`config.mk`:
```
export PLATFORM = sky130hd
export DESIGN_NAME = branch_timing_seq
export DESIGN_NICKNAME = d
export VERILOG_FILES = /design/src/rtl/brseq_pkg.sv /design/src/rtl/brseq_ctrl.sv /design/src/rtl/brseq_dpath.sv /design/src/rtl/branch_timing_seq.sv
export SDC_FILE = /design/constraint.sdc
export NUM_CORES = 1
export LEC_CHECK = 0
export BUFFER_PORTS_ARGS = -buffer_cell sky130_fd_sc_hd__buf_2
export CORE_ASPECT_RATIO = 1.4
export CORE_MARGIN = 2
export CORE_UTILIZATION = 50
export DETAILED_ROUTE_END_ITERATION = 10
export PLACE_DENSITY = 0.77
export SETUP_SLACK_MARGIN = 0.4
export SLEW_MARGIN = 30
export SYNTH_ARGS = -nofsm -noshare
export SYNTH_HDL_FRONTEND = slang
export SYNTH_HIERARCHICAL = 1
export SYNTH_SLANG_ARGS = --single-unit
export TNS_END_PERCENT = 10
```
`constraint.sdc`:
```
create_clock -name clk -period 3.4 [get_ports clk]
set_input_delay 0.34 -clock clk [delete_from_list [all_inputs] [get_ports clk]]
set_output_delay 0.34 -clock clk [all_outputs]
set_load 0.02 [all_outputs]
```
`src/rtl/brseq_pkg.sv`:
```
package brseq_pkg;

  typedef enum logic [2:0] {
    ST_IDLE,
    ST_FETCH,
    ST_SAME,
    ST_CROSS1,
    ST_CROSS2
  } seqState_t;

  typedef enum logic {
    ADDR_PC,
    ADDR_FIX
  } addrSel_t;

  // Strobes from the controller to the datapath
  typedef struct packed {
    logic     loadPc;     // capture pcIn at start
    logic     stepPc;     // offset fetch completes: pc+1, target computed
    logic     takeTarget; // pc <= target
    addrSel_t addrSel;    // bus address source
  } dpStrobe_t;

endpackage

```
`src/rtl/brseq_ctrl.sv`:
```
module brseq_ctrl
  import brseq_pkg::*;
(
  input  logic       clk,
  input  logic       rstN,
  input  logic       clkEn,
  input  logic       start,
  input  logic [1:0] condSel,
  input  logic       condSense,
  input  logic [3:0] flags,
  input  logic       samePage,
  output dpStrobe_t  strobe,
  output logic       busRead,
  output logic       done,
  output logic       irqDelay
);

  seqState_t stateQ, stateD;
  logic      takenQ, takenD;
  logic      lastCycle;
  logic      sameCycle;

  always_ff @(posedge clk or negedge rstN) begin
    if (!rstN) begin
      stateQ <= ST_IDLE;
      takenQ <= 1'b0;
    end else begin
      stateQ <= stateD;
      takenQ <= takenD;
    end
  end

  always_comb begin
    stateD    = stateQ;
    takenD    = takenQ;
    strobe    = '{loadPc: 1'b0, stepPc: 1'b0, takeTarget: 1'b0, addrSel: ADDR_PC};
    busRead   = 1'b1;
    lastCycle = 1'b0;
    sameCycle = 1'b0;
    unique case (stateQ)
      ST_IDLE: begin
        busRead = 1'b0;
        if (start && clkEn) begin
          strobe.loadPc = 1'b1;
          takenD        = (flags[condSel] == condSense);
          stateD        = ST_FETCH;
        end
      end
      ST_FETCH: begin
        lastCycle = !takenQ;
        if (clkEn) begin
          strobe.stepPc = 1'b1;
          if (!takenQ)       stateD = ST_IDLE;
          else if (samePage) stateD = ST_SAME;
          else               stateD = ST_CROSS1;
        end
      end
      ST_SAME: begin
        lastCycle = 1'b1;
        sameCycle = 1'b1;
        if (clkEn) begin
          strobe.takeTarget = 1'b1;
          stateD            = ST_IDLE;
        end
      end
      ST_CROSS1: begin
        if (clkEn) begin
          strobe.takeTarget = 1'b1;
          stateD            = ST_CROSS2;
        end
      end
      ST_CROSS2: begin
        lastCycle      = 1'b1;
        strobe.addrSel = ADDR_FIX;
        if (clkEn) stateD = ST_IDLE;
      end
      default: begin
        busRead = 1'b0;
        stateD  = ST_IDLE;
      end
    endcase
  end

  assign done     = lastCycle && clkEn;
  assign irqDelay = sameCycle && clkEn;

endmodule

```
`src/rtl/brseq_dpath.sv`:
```
module brseq_dpath
  import brseq_pkg::*;
#(
  parameter int ADDR_W = 16,
  parameter int DATA_W = 8
) (
  input  logic              clk,
  input  logic              rstN,
  input  dpStrobe_t         strobe,
  input  logic [ADDR_W-1:0] pcIn,
  input  logic [DATA_W-1:0] busDataIn,
  output logic [ADDR_W-1:0] busAddr,
  output logic [ADDR_W-1:0] pcOut,
  output logic              samePage
);

  localparam int HI_W = ADDR_W - DATA_W;

  logic [ADDR_W-1:0] pcQ, tgtQ;
  logic              backQ;
  logic [ADDR_W-1:0] pcInc, offExt, tgtComb;
  logic [HI_W-1:0]   hiFix;

  assign pcInc    = pcQ + ADDR_W'(1);
  assign offExt   = {{HI_W{busDataIn[DATA_W-1]}}, busDataIn};
  assign tgtComb  = pcInc + offExt;
  assign samePage = (tgtComb[ADDR_W-1:DATA_W] == pcInc[ADDR_W-1:DATA_W]);

  always_ff @(posedge clk or negedge rstN) begin
    if (!rstN) begin
      pcQ   <= '0;
      tgtQ  <= '0;
      backQ <= 1'b0;
    end else begin
      if (strobe.loadPc) begin
        pcQ <= pcIn;
      end else if (strobe.stepPc) begin
        pcQ   <= pcInc;
        tgtQ  <= tgtComb;
        backQ <= busDataIn[DATA_W-1];
      end else if (strobe.takeTarget) begin
        pcQ <= tgtQ;
      end
    end
  end

  // Wrong-page address: backward branches read one page up, forward one page down
  assign hiFix = backQ ? pcQ[ADDR_W-1:DATA_W] + HI_W'(1)
                       : pcQ[ADDR_W-1:DATA_W] - HI_W'(1);

  assign busAddr = (strobe.addrSel == ADDR_FIX) ? {hiFix, pcQ[DATA_W-1:0]} : pcQ;
  assign pcOut   = pcQ;

endmodule

```
`src/rtl/branch_timing_seq.sv`:
```
module branch_timing_seq
  import brseq_pkg::*;
#(
  parameter int ADDR_W = 16,
  parameter int DATA_W = 8
) (
  input  logic              clk,
  input  logic              rstN,
  input  logic              clkEn,
  input  logic              start,
  input  logic [ADDR_W-1:0] pcIn,
  input  logic [1:0]        condSel,
  input  logic              condSense,
  input  logic [3:0]        flags,
  input  logic [DATA_W-1:0] busDataIn,
  output logic [ADDR_W-1:0] busAddr,
  output logic              busRead,
  output logic [ADDR_W-1:0] pcOut,
  output logic              done,
  output logic              irqDelay
);

  dpStrobe_t strobe;
  logic      samePage;

  brseq_ctrl u_ctrl (
    .clk       (clk),
    .rstN      (rstN),
    .clkEn     (clkEn),
    .start     (start),
    .condSel   (condSel),
    .condSense (condSense),
    .flags     (flags),
    .samePage  (samePage),
    .strobe    (strobe),
    .busRead   (busRead),
    .done      (done),
    .irqDelay  (irqDelay)
  );

  brseq_dpath #(.ADDR_W(ADDR_W), .DATA_W(DATA_W)) u_dpath (
    .clk       (clk),
    .rstN      (rstN),
    .strobe    (strobe),
    .pcIn      (pcIn),
    .busDataIn (busDataIn),
    .busAddr   (busAddr),
    .pcOut     (pcOut),
    .samePage  (samePage)
  );

endmodule

```
-- Word level (Yosys, flattened, before mapping)
Cells that the tools add are included.
W data, S select, Z words.
- flip-flop bits (word level): 37
- input port bits: 35
- output and inout port bits: 35
- add/sub/neg operators: 4
- order comparisons: 1
- equality and inequality tests: 10
- mux-type cells: 23
- bitwise gates (word level): 1
- reduce and logical (&&, ||, !) cells: 12
- operators with widths (operator ; count):
    $mux W16 ; 4
    $add A16 B1 Y16 const B ; 1
    $add A16 B16 Y16 ; 1
    $mux W3 ; 4
    $pmux W3 S4 ; 1
    $mux W1 ; 10
    $add A8 B1 Y8 const B ; 1
    $eq A8 B8 Y1 ; 1
    $mux W8 ; 1
    $sub A8 B1 Y8 const B ; 1
    $eq A3 B2 Y1 const B ; 2
    $ne A2 B1 Y1 const B ; 2
    $ne A2 B2 Y1 const B ; 2
    $reduce_and A2 Y1 ; 2
    $reduce_and A4 Y1 ; 1
    $reduce_or A2 Y1 ; 2
    $reduce_or A4 Y1 ; 1
    $eq A3 B1 Y1 const B ; 1
    $eq A3 B3 Y1 const B ; 1
    $logic_and A1 B1 Y1 ; 3
    $logic_not A3 Y1 ; 1
    $lt A2 B3 Y1 const B ; 1
    $reduce_bool A3 Y1 ; 1
    $bmux W1 S2 ; 1
    5 further kinds ; 5

-- Longest topological paths before layout
Gate-level depths: netlist of the first run.
- word-level depth: 7
- depth in mapped cells: 18

-- Hierarchy
The synthesis of the first run kept the hierarchy.
- modules (own cells, without submodules) (module ; instances ; cells each ; area each (um^2) ; sequential area each (um^2)):
    brseq_dpath ; 1 ; 338 ; 2936.6 ; 825.8
    brseq_ctrl ; 1 ; 33 ; 302.8 ; 100.1

-- Least setup slack after synthesis of the first run
Ideal clock, no wire load.
- kind: reg-to-reg
- start: register u_dpath.pcQ[2] (netlist: u_dpath/pcOut[2])
- end: register u_ctrl.stateQ[0]
- library setup time: 0.126 ns
- arrival: 3.595 ns
- path slack: -0.320 ns
- cell stages (with the launch flop): 19
- path buffers: 0
- clock period less this slack: 3.720 ns
- path through: dfrtp_1 and4_1 nand4_1 or2_1 nor2_1 xnor2_1 inv_1 ha_1 nand2_1 nor2_1 a211oi_1 o31ai_4 xor2_2 xnor2_1 nor4_1 and4_1 and3b_1 o21ai_0 a21oi_1
- longest elaborated chain between the ends: 7
- ends and longest elaborated chain (item ; line ; text):
    start: declaration ; brseq_dpath.sv:19 ; logic [ADDR_W-1:0] pcQ, tgtQ;
    start signal: assignment ; brseq_dpath.sv:36 ; pcQ <= pcIn;
    start signal: assignment ; brseq_dpath.sv:38 ; pcQ <= pcInc;
    start signal: assignment ; brseq_dpath.sv:42 ; pcQ <= tgtQ;
    $add A16 B1 Y16 * ; brseq_dpath.sv:24 ; assign pcInc = pcQ + ADDR_W'(1);
    $add A16 B16 Y16 ; brseq_dpath.sv:26 ; assign tgtComb = pcInc + offExt;
    $eq A8 B8 Y1 * ; brseq_dpath.sv:27 ; assign samePage = (tgtComb[ADDR_W-1:DATA_W] == pcInc[ADDR_W-1:DATA_W]);
    named net samePage ; branch_timing_seq.sv:24 ; logic samePage;
    $mux W1 * ; brseq_ctrl.sv:54 ; else if (samePage) stateD = ST_SAME;
    $mux W2 * ; brseq_ctrl.sv:53 ; if (!takenQ) stateD = ST_IDLE;
    $mux W3 * ; brseq_ctrl.sv:51 ; if (clkEn) begin
    $pmux W3 S4 * ; brseq_ctrl.sv:40 ; unique case (stateQ)
    end signal: assignment ; brseq_ctrl.sv:28 ; stateQ <= stateD;
    end: declaration ; brseq_ctrl.sv:18 ; seqState_t stateQ, stateD;
Mark *: on every way through the listed nets, which the timed path passes. The rest lies on a longest branch. The select of a mux whose other input is x is not followed.
A chain may end at the register's enable or synchronous reset.

-- Final worst setup path of the first run
- start: register u_dpath.pcQ[5] (netlist: u_dpath/pcOut[5])
- end: register u_ctrl.stateQ[0]
The elaborated chain is that of the path after synthesis.

==> results of run 1 <==
repair_timing:
action,4_1_cts,5_1_grt
endpoints found under the hold margin,0,8
cloned,0,0
setup buffers,7,8
pin swaps,28,28
endpoints found under the setup margin,4,6
gates resized for setup,31,36
hold buffers,0,1
where the power goes:
part / internal (µW) / switching [µW]
clock network: 239 / 175
registers: 666 / 226
logic: 1810 / 2170
total: 2710 / 2570
layout make-up:
cell class              instances  area, µm²  area share, %
repair buffers                124        788           17.4
clock buffers                   6       82.6           1.83
flip-flops and latches         37        936           20.7
inverters                      22       87.6           1.94
well taps                      72       90.1           1.99
multi-input cells             293       2500           55.3
clock inverters                 2       37.5          0.830
per-stage QoR:
stage	hold slack, ps	setup slack, ps	total power, µW	instances
5_1_grt	273	-384	5620	556
2_1_floorplan	44.4	-11.0	3130	371
6_report	269	-240	5280	556
3_3_place_gp	459	-71.6	4020	531
3_5_place_dp	465	-183	4150	531
4_1_cts	169	-59.9	4770	546
layer usage:
metal / part of all wire (%) / track usage, %
met1: 37 / 31.0
met2: 53 / 47.2
met3: 5.1 / 3.65
met4: 4.7 / 12.6
met5: 0 / 0
final timing paths:
kind                                         startpoint                      endpoint  slack [ps]  cells past startpoint
min in group asynchronous                          rstN   u_dpath/tgtQ[4]$_DFFE_PN0P_         440                      2
max in group asynchronous                          rstN     u_dpath/backQ$_DFFE_PN0P_        2500                      3
hold / removal                                  pcIn[0]  u_dpath/pcOut[0]$_DFFE_PN0P_         270                      3
setup / recovery           u_dpath/pcOut[5]$_DFFE_PN0P_  u_ctrl/stateQ[0]$_DFFE_PN0P_        -240                     15
hold reg to reg            u_dpath/tgtQ[15]$_DFFE_PN0P_  u_dpath/tgtQ[15]$_DFFE_PN0P_         500                      2
setup reg to reg           u_dpath/pcOut[5]$_DFFE_PN0P_  u_ctrl/stateQ[0]$_DFFE_PN0P_        -240                     15
synth_stat cells, drive strengths merged, types with 2 or more instances:
master	n
a22oi	14
nand4	3
o21bai	3
nor3b	2
dfrtp	37
mux2i	6
a211oi	2
inv	22
o21ai	38
nor4	2
nor2b	8
nor3	4
buf	11
and3b	2
nand2b	3
fa	2
mux2	12
clkbuf	8
a21oi	26
or3	2
a311o	2
and4	2
nand2	32
nor2	24
o211ai	3
ha	26
and3	3
o22ai	2
xor2	13
a2111oi	2
a21o	3
nand3	8
xnor2	31
cells by family (layout without fill, tap and decap cells):
| kind of cell | after synthesis | count (layout) |
|---|---|---|
| xor gates and xnor gates | 44 | 44 |
| muxes | 19 | 19 |
| and+or+nand+nor | 100 | 100 |
| buffers and inverters | 41 | 154 |
| DFF | 37 | 37 |
| AOI/OAI and AO/OA | 102 | 102 |
| adders and majority gates | 28 | 28 |
critical path, cell delays in order (launching register included):
cell     delay (ps)
dfrtp_2         380
and4_4          250
nand4_1         180
or2_4           350
nor2_1          210
xnor2_1         230
ha_1            360
inv_2           130
nor3_1           60
a221o_1         260
a311o_2         400
xnor2_2         140
and4_1          220
and3b_1         170
o21ai_1         120
a21oi_1          70
state kept, by name, summed over array words and instances (netlist names):
name           cells
u_dpath/pcOut     16
u_dpath/tgtQ      16
u_ctrl/stateQ      3
u_ctrl/takenQ      1
u_dpath/backQ      1
==> impl_metrics.env, run 1 <==
export IMPL_dieHeight_um=99.2
export IMPL_hp_class="in2reg"
export IMPL_dieArea_mm2=0.00715
export IMPL_synthAdderAreaFrac_pct=11.3
export IMPL_coreArea_mm2=0.00625
export IMPL_track_usage_pct=26.6
export IMPL_diodes=0
export IMPL_routabilityCongestion=0.903
export IMPL_post_drt_via_cell_ratio=6.05
export IMPL_hpwlAfterDp_um=6690
export IMPL_synth_area_per_cell_um2=8.73
export IMPL_post_dp_cell_area_mm2=0.00391
export IMPL_synth_enable_flop_cells=0
export IMPL_leakage_uw=0.00204
export IMPL_fin_tns_setup_ps=-240
export IMPL_path_class="reg2reg"
export IMPL_final_cell_mix="69 x buf_2, 49 x buf_4, 35 x o21ai_0"
export IMPL_setup_ws_ps=-240
export IMPL_synth_xor_area_share_pct=12.1
export IMPL_power_density_mw_per_mm2=1170
export IMPL_vias=3366
export IMPL_initial_core_util_pct=51.8
export IMPL_ir_worst_vdd_uv=518
export IMPL_required_ps=3580
export IMPL_yosysSeqAreaShare_pct=28.6
export IMPL_final_period_utilization_pct=107
export IMPL_antenna_found_initial=0
export IMPL_synth_nets=434
export IMPL_violations="setup timing"
export IMPL_netlist_instances=371
export IMPL_drive_above_1_share_pct=43.4
export IMPL_die_width_um=72.0
export IMPL_area_delta_synth_final_pct=39.6
export IMPL_slew_limit_headroom_pct=56.1
export IMPL_synthFlopType="dfrtp_1"
export IMPL_synthArstFlopShare_pct=100
export IMPL_grt_pass1_wl_um=15100
export IMPL_rows=34
export IMPL_fin_nets=546
export IMPL_cts_made_buffers=5
export IMPL_finalHoldViolCount=0
export IMPL_grt_pass1_vias=3222
export IMPL_worst_setup_path_start_kind="register"
export IMPL_cts_reportedPaths_clkPinSlew_ps=80
export IMPL_htree_levels=2
export IMPL_syn_area_mm2=0.00324
export IMPL_synth_top_area_cell="dfrtp_1"
export IMPL_final_core_util_pct=72.3
export IMPL_routedWlPerCell_um=18.7
export IMPL_yosysWarnings=6
export IMPL_clock_latency_ps=300
export IMPL_netlist_area_leader_share_pct=28.6
export IMPL_setup_viol=1
export IMPL_grt_max_degree=38
export IMPL_synth_top_family_by_area="compound AO/OA/AOI/OAI gates"
export IMPL_ys_types=56
export IMPL_outcome="finished with violations"
export IMPL_io_pins=70
export IMPL_drt_pre_antenna_iters=6
export IMPL_cp_arrival_ps=3820
export IMPL_cp_end_kind="register"
export IMPL_rsz0062_at_grt="yes"
export IMPL_drv_slew=0
export IMPL_maxCapViolCount=0
export IMPL_portBuffers=69
export IMPL_cts_sinks=37
export IMPL_cts_tree="done"
export IMPL_cts_root_buf="clkbuf_8"
export IMPL_final_area_mm2=0.00452
export IMPL_synthMuxAreaShare_pct=6.72
export IMPL_final_common_cell="buf_2"
export IMPL_synth_compound_area_share_pct=20.2
export IMPL_synth_simple_area_share_pct=15.4
export IMPL_fmax_mhz=275
export IMPL_drt_wl_total_um=10400
export IMPL_final_antenna_net_count=0
export IMPL_synthTopCellsByArea="dfrtp_1 29%, ha_1 10%, xnor2_1 8.4%, o21ai_0 5.7%, mux2_2 4.2%"
export IMPL_nFillCells=429
export IMPL_ys_ff_latch=37
export IMPL_fin_skew_ps=6.49
export IMPL_drt_initial_drc_count=306
export IMPL_min_period_ps=3640
export IMPL_tightest_slew_ps=654
export IMPL_grt_overflow_total=0
export IMPL_clock_path_buffers=2
export IMPL_path_max_fanout=3
export IMPL_drcViolationCount=0
(Power assumes the default switching activity.)
==> inputs of run 2 (changes only) <==
Settings changed: ABC_AREA set to 1, CORE_UTILIZATION 50 to 33, PLACE_DENSITY 0.77 to not set.
==> impl_metrics.env, run 2 <==
export IMPL_outcome="complete, no violations"
export IMPL_dieHeight_um=130
export IMPL_drive_above_1_share_pct=23.2
export IMPL_fin_nets=729
export IMPL_cts_made_buffers=5
export IMPL_reg2reg_depth=24
export IMPL_grt_max_degree=38
export IMPL_critPathCapture="u_ctrl/stateQ[0]$_DFFE_PN0P_"
export IMPL_multi_input_area_mm2=0.00259
export IMPL_switching_power_uw=2770
export IMPL_area_delta_synth_final_pct=23.3
export IMPL_finalHoldViolCount=0
export IMPL_synth_enable_flop_cells=0
export IMPL_yosysWarnings=6
export IMPL_seqCellArea_um2=935
export IMPL_rr_startpoint="u_dpath/pcOut[0]$_DFFE_PN0P_"
export IMPL_ys_ff_latch=37
export IMPL_synth_area_per_cell_um2=6.32
export IMPL_ys_types=36
export IMPL_drcViolationCount=0
export IMPL_crit_slowest_cell="dfrtp_1"
export IMPL_rows=46
export IMPL_cts_sinks=37
export IMPL_ir_worst_vdd_uv=259
export IMPL_final_antenna_net_count=0
export IMPL_drv_slew=0
export IMPL_drt_wl_total_um=11700
export IMPL_hp_class="in2reg"
export IMPL_synthMuxAreaShare_pct=0
export IMPL_switching_share_pct=55.1
export IMPL_totalPowerFinal_uw=5020
export IMPL_nFillCells=1226
export IMPL_synth_top_family_by_area="simple AND/OR/NAND/NOR gates"
export IMPL_dieArea_mm2=0.0123
export IMPL_synth_most_common_cell="nand2_1"
export IMPL_syn_area_mm2=0.00375
export IMPL_fmax_mhz=333
export IMPL_grt_overflow_total=0
export IMPL_path_class="reg2reg"
export IMPL_hp_start="pcIn[14]"
export IMPL_cp_slowest_stage_delay_ps=400
export IMPL_crit_chain="ha_4, nand2_2, nor2_2, nand2_2, xor2_2, inv_2, ha_4, nand2_1, inv_1, nand2_1, nor3_1, nand2_1, nand2_1, nand2_1, nand3_2, nand2_1, nor2_1, nand2_1, nor2_1, inv_1, nand2_1, nand2_1, nand2_1, nand2_1"
export IMPL_rsz0062_at_grt="yes"
export IMPL_netlist_instances=594
export IMPL_cts_reportedPaths_clkPinSlew_ps=60
export IMPL_post_drt_via_cell_ratio=5.09
export IMPL_vias=4128
export IMPL_cts_root_buf="clkbuf_16"
export IMPL_fin_tns_setup_ps=0
export IMPL_drt_initial_drc_count=143
export IMPL_routedWlPerCell_um=14.5
export IMPL_synthArstFlopShare_pct=100
export IMPL_io_pins=70
export IMPL_htree_levels=2
export IMPL_synthAdderAreaFrac_pct=9.73
export IMPL_cts_tree="done"
export IMPL_cp_end_kind="register"
export IMPL_p_clk_share_pct=9.3
export IMPL_die_width_um=94.1
export IMPL_crit_start="u_dpath/pcOut[0]$_DFFE_PN0P_"
export IMPL_slew_limit_headroom_pct=61.7
export IMPL_track_usage_pct=19.0
export IMPL_leakage_uw=0.00239
export IMPL_final_cell_mix="193 x nand2_1, 73 x inv_1, 69 x buf_2"
export IMPL_worst_setup_path_start_kind="register"
export IMPL_hold_ws_ps=266
export IMPL_required_ps=3580
export IMPL_diodes=0
export IMPL_synth_compound_area_share_pct=13.4
export IMPL_r2r_end="u_ctrl/stateQ[0]$_DFFE_PN0P_"
export IMPL_synth_common_cells="201 x nand2_1, 74 x inv_1, 52 x nor2_1"
export IMPL_antenna_found_initial=0
export IMPL_routabilityCongestion=0.926
export IMPL_maxCapViolCount=0
export IMPL_final_common_cell="nand2_1"
export IMPL_final_core_util_pct=41.2
export IMPL_p_seq_share_pct=18.1
export IMPL_reg2reg_slack_ps=400
export IMPL_power_frac_comb_pct=72.6
export IMPL_fin_skew_ps=3.05
export IMPL_drt_pre_antenna_iters=6
export IMPL_synth_top_area_cell="dfrtp_1"
export IMPL_synth_simple_area_share_pct=37.5
export IMPL_clock_path_buffers=2
export IMPL_yosysSeqAreaShare_pct=24.7
export IMPL_timing_critical_path_mode_cell="nand2_1"
export IMPL_path_max_fanout=4
export IMPL_final_period_utilization_pct=88.2
export IMPL_clock_latency_ps=290
export IMPL_internal_power_uw=2260
export IMPL_synthTopCellsByArea="dfrtp_1 25%, nand2_1 20%, ha_1 8.7%, inv_1 7.4%, nand3_1 5.7%"
export IMPL_grt_pass1_wl_um=18500
export IMPL_cp_arrival_ps=3180
export IMPL_hpwlAfterDp_um=9310
export IMPL_netlist_area_leader_share_pct=24.7
export IMPL_initial_core_util_pct=33.4
export IMPL_setup_viol=0
export IMPL_grt_pass1_vias=4026
export IMPL_synthFlopType="dfrtp_1"
export IMPL_coreArea_mm2=0.0112
export IMPL_synth_nets=657
export IMPL_power_density_mw_per_mm2=1090
export IMPL_min_period_ps=3000
export IMPL_tightest_slew_ps=574
export IMPL_synth_xor_area_share_pct=3.70
export IMPL_portBuffers=69
run 2: cell count changes in the layout (fill, tap and decap cells not counted), moves of 9 or more:
cell	previous run	this run
o211ai_1	3	12
nand4_1	3	12
nand3_1	7	40
o21ai_0	35	24
mux2_2	11	0
xnor2_1	22	5
nor2_1	19	45
a22oi_1	14	0
nand2_2	2	16
inv_1	17	73
buf_4	49	14
nand2_1	30	193
run 2: area by class of cell:
type / instances / area share (%)
sequential: 37 / 20.2
clock inverter: 3 / 0.487
inverter: 79 / 6.41
timing repair buffer: 85 / 10.4
tap: 144 / 3.89
clock buffer: 5 / 2.70
multi-input combinational: 458 / 55.9
run 2: cell families after synthesis:
group,count (synthesis)
xor+xnor,15
compound gates,81
buf+inv,99
simple gates,334
fa+ha+maj,28
flops,37
run 2: worst min-delay path by stage:
stage / end / slack, ps / depth (start not counted)
after detailed placement: u_dpath/tgtQ[1]$_DFFE_PN0P_ / 460 / 2
after CTS: u_dpath/pcOut[12]$_DFFE_PN0P_ / 200 / 1
final: u_dpath/pcOut[14]$_DFFE_PN0P_ / 270 / 3
after global placement: u_dpath/tgtQ[0]$_DFFE_PN0P_ / 460 / 2
after global routing: u_dpath/pcOut[14]$_DFFE_PN0P_ / 280 / 3
after floorplan: u_ctrl/stateQ[0]$_DFFE_PN0P_ / 40 / 0
run 2: what timing repair did:
action,in CTS,in global routing
hold buffers,0,1
buffers inserted,6,2
gates resized for setup,25,19
hold endpoints to repair,0,9
endpoints found under the setup margin,1,13
pin swaps,1,0
run 2: power groups by stage:
stage,registers (µW),logic (µW),clock network (µW)
CTS,902,3510,478
floorplan,971,2450,0
global route,938,4060,489
detailed placement,917,3350,0
global placement,907,3320,0
finish,908,3640,469
run 2: metal layers:
metal / global-route usage, % / vias up / share of wire (%) / routed length, µm
li1: - / 2076 / - / -
met1: 20.7 / 1912 / 40 / 4660
met2: 36.6 / 109 / 54 / 6280
met3: 1.39 / 31 / 3.6 / 423
met4: 8.87 / 0 / 3.2 / 375
met5: 0 / - / 0 / 0
run 2: worst max-delay path, delay by kind of cell, from the launching register on:
kind | cells | cell delay, ps
simple gates | 18 | 1640
fa+ha+maj | 2 | 470
flops | 1 | 400
buf+inv | 3 | 220
xor+xnor | 1 | 160
run 2: stage by stage:
stage | instances | instance area, µm² | setup WS (ps)
after floorplan | 594 | 3750 | 586
after global placement | 793 | 4210 | 168
after detailed placement | 793 | 4210 | 129
after CTS | 807 | 4490 | 404
after global routing | 811 | 4630 | 161
final | 811 | 4630 | 400
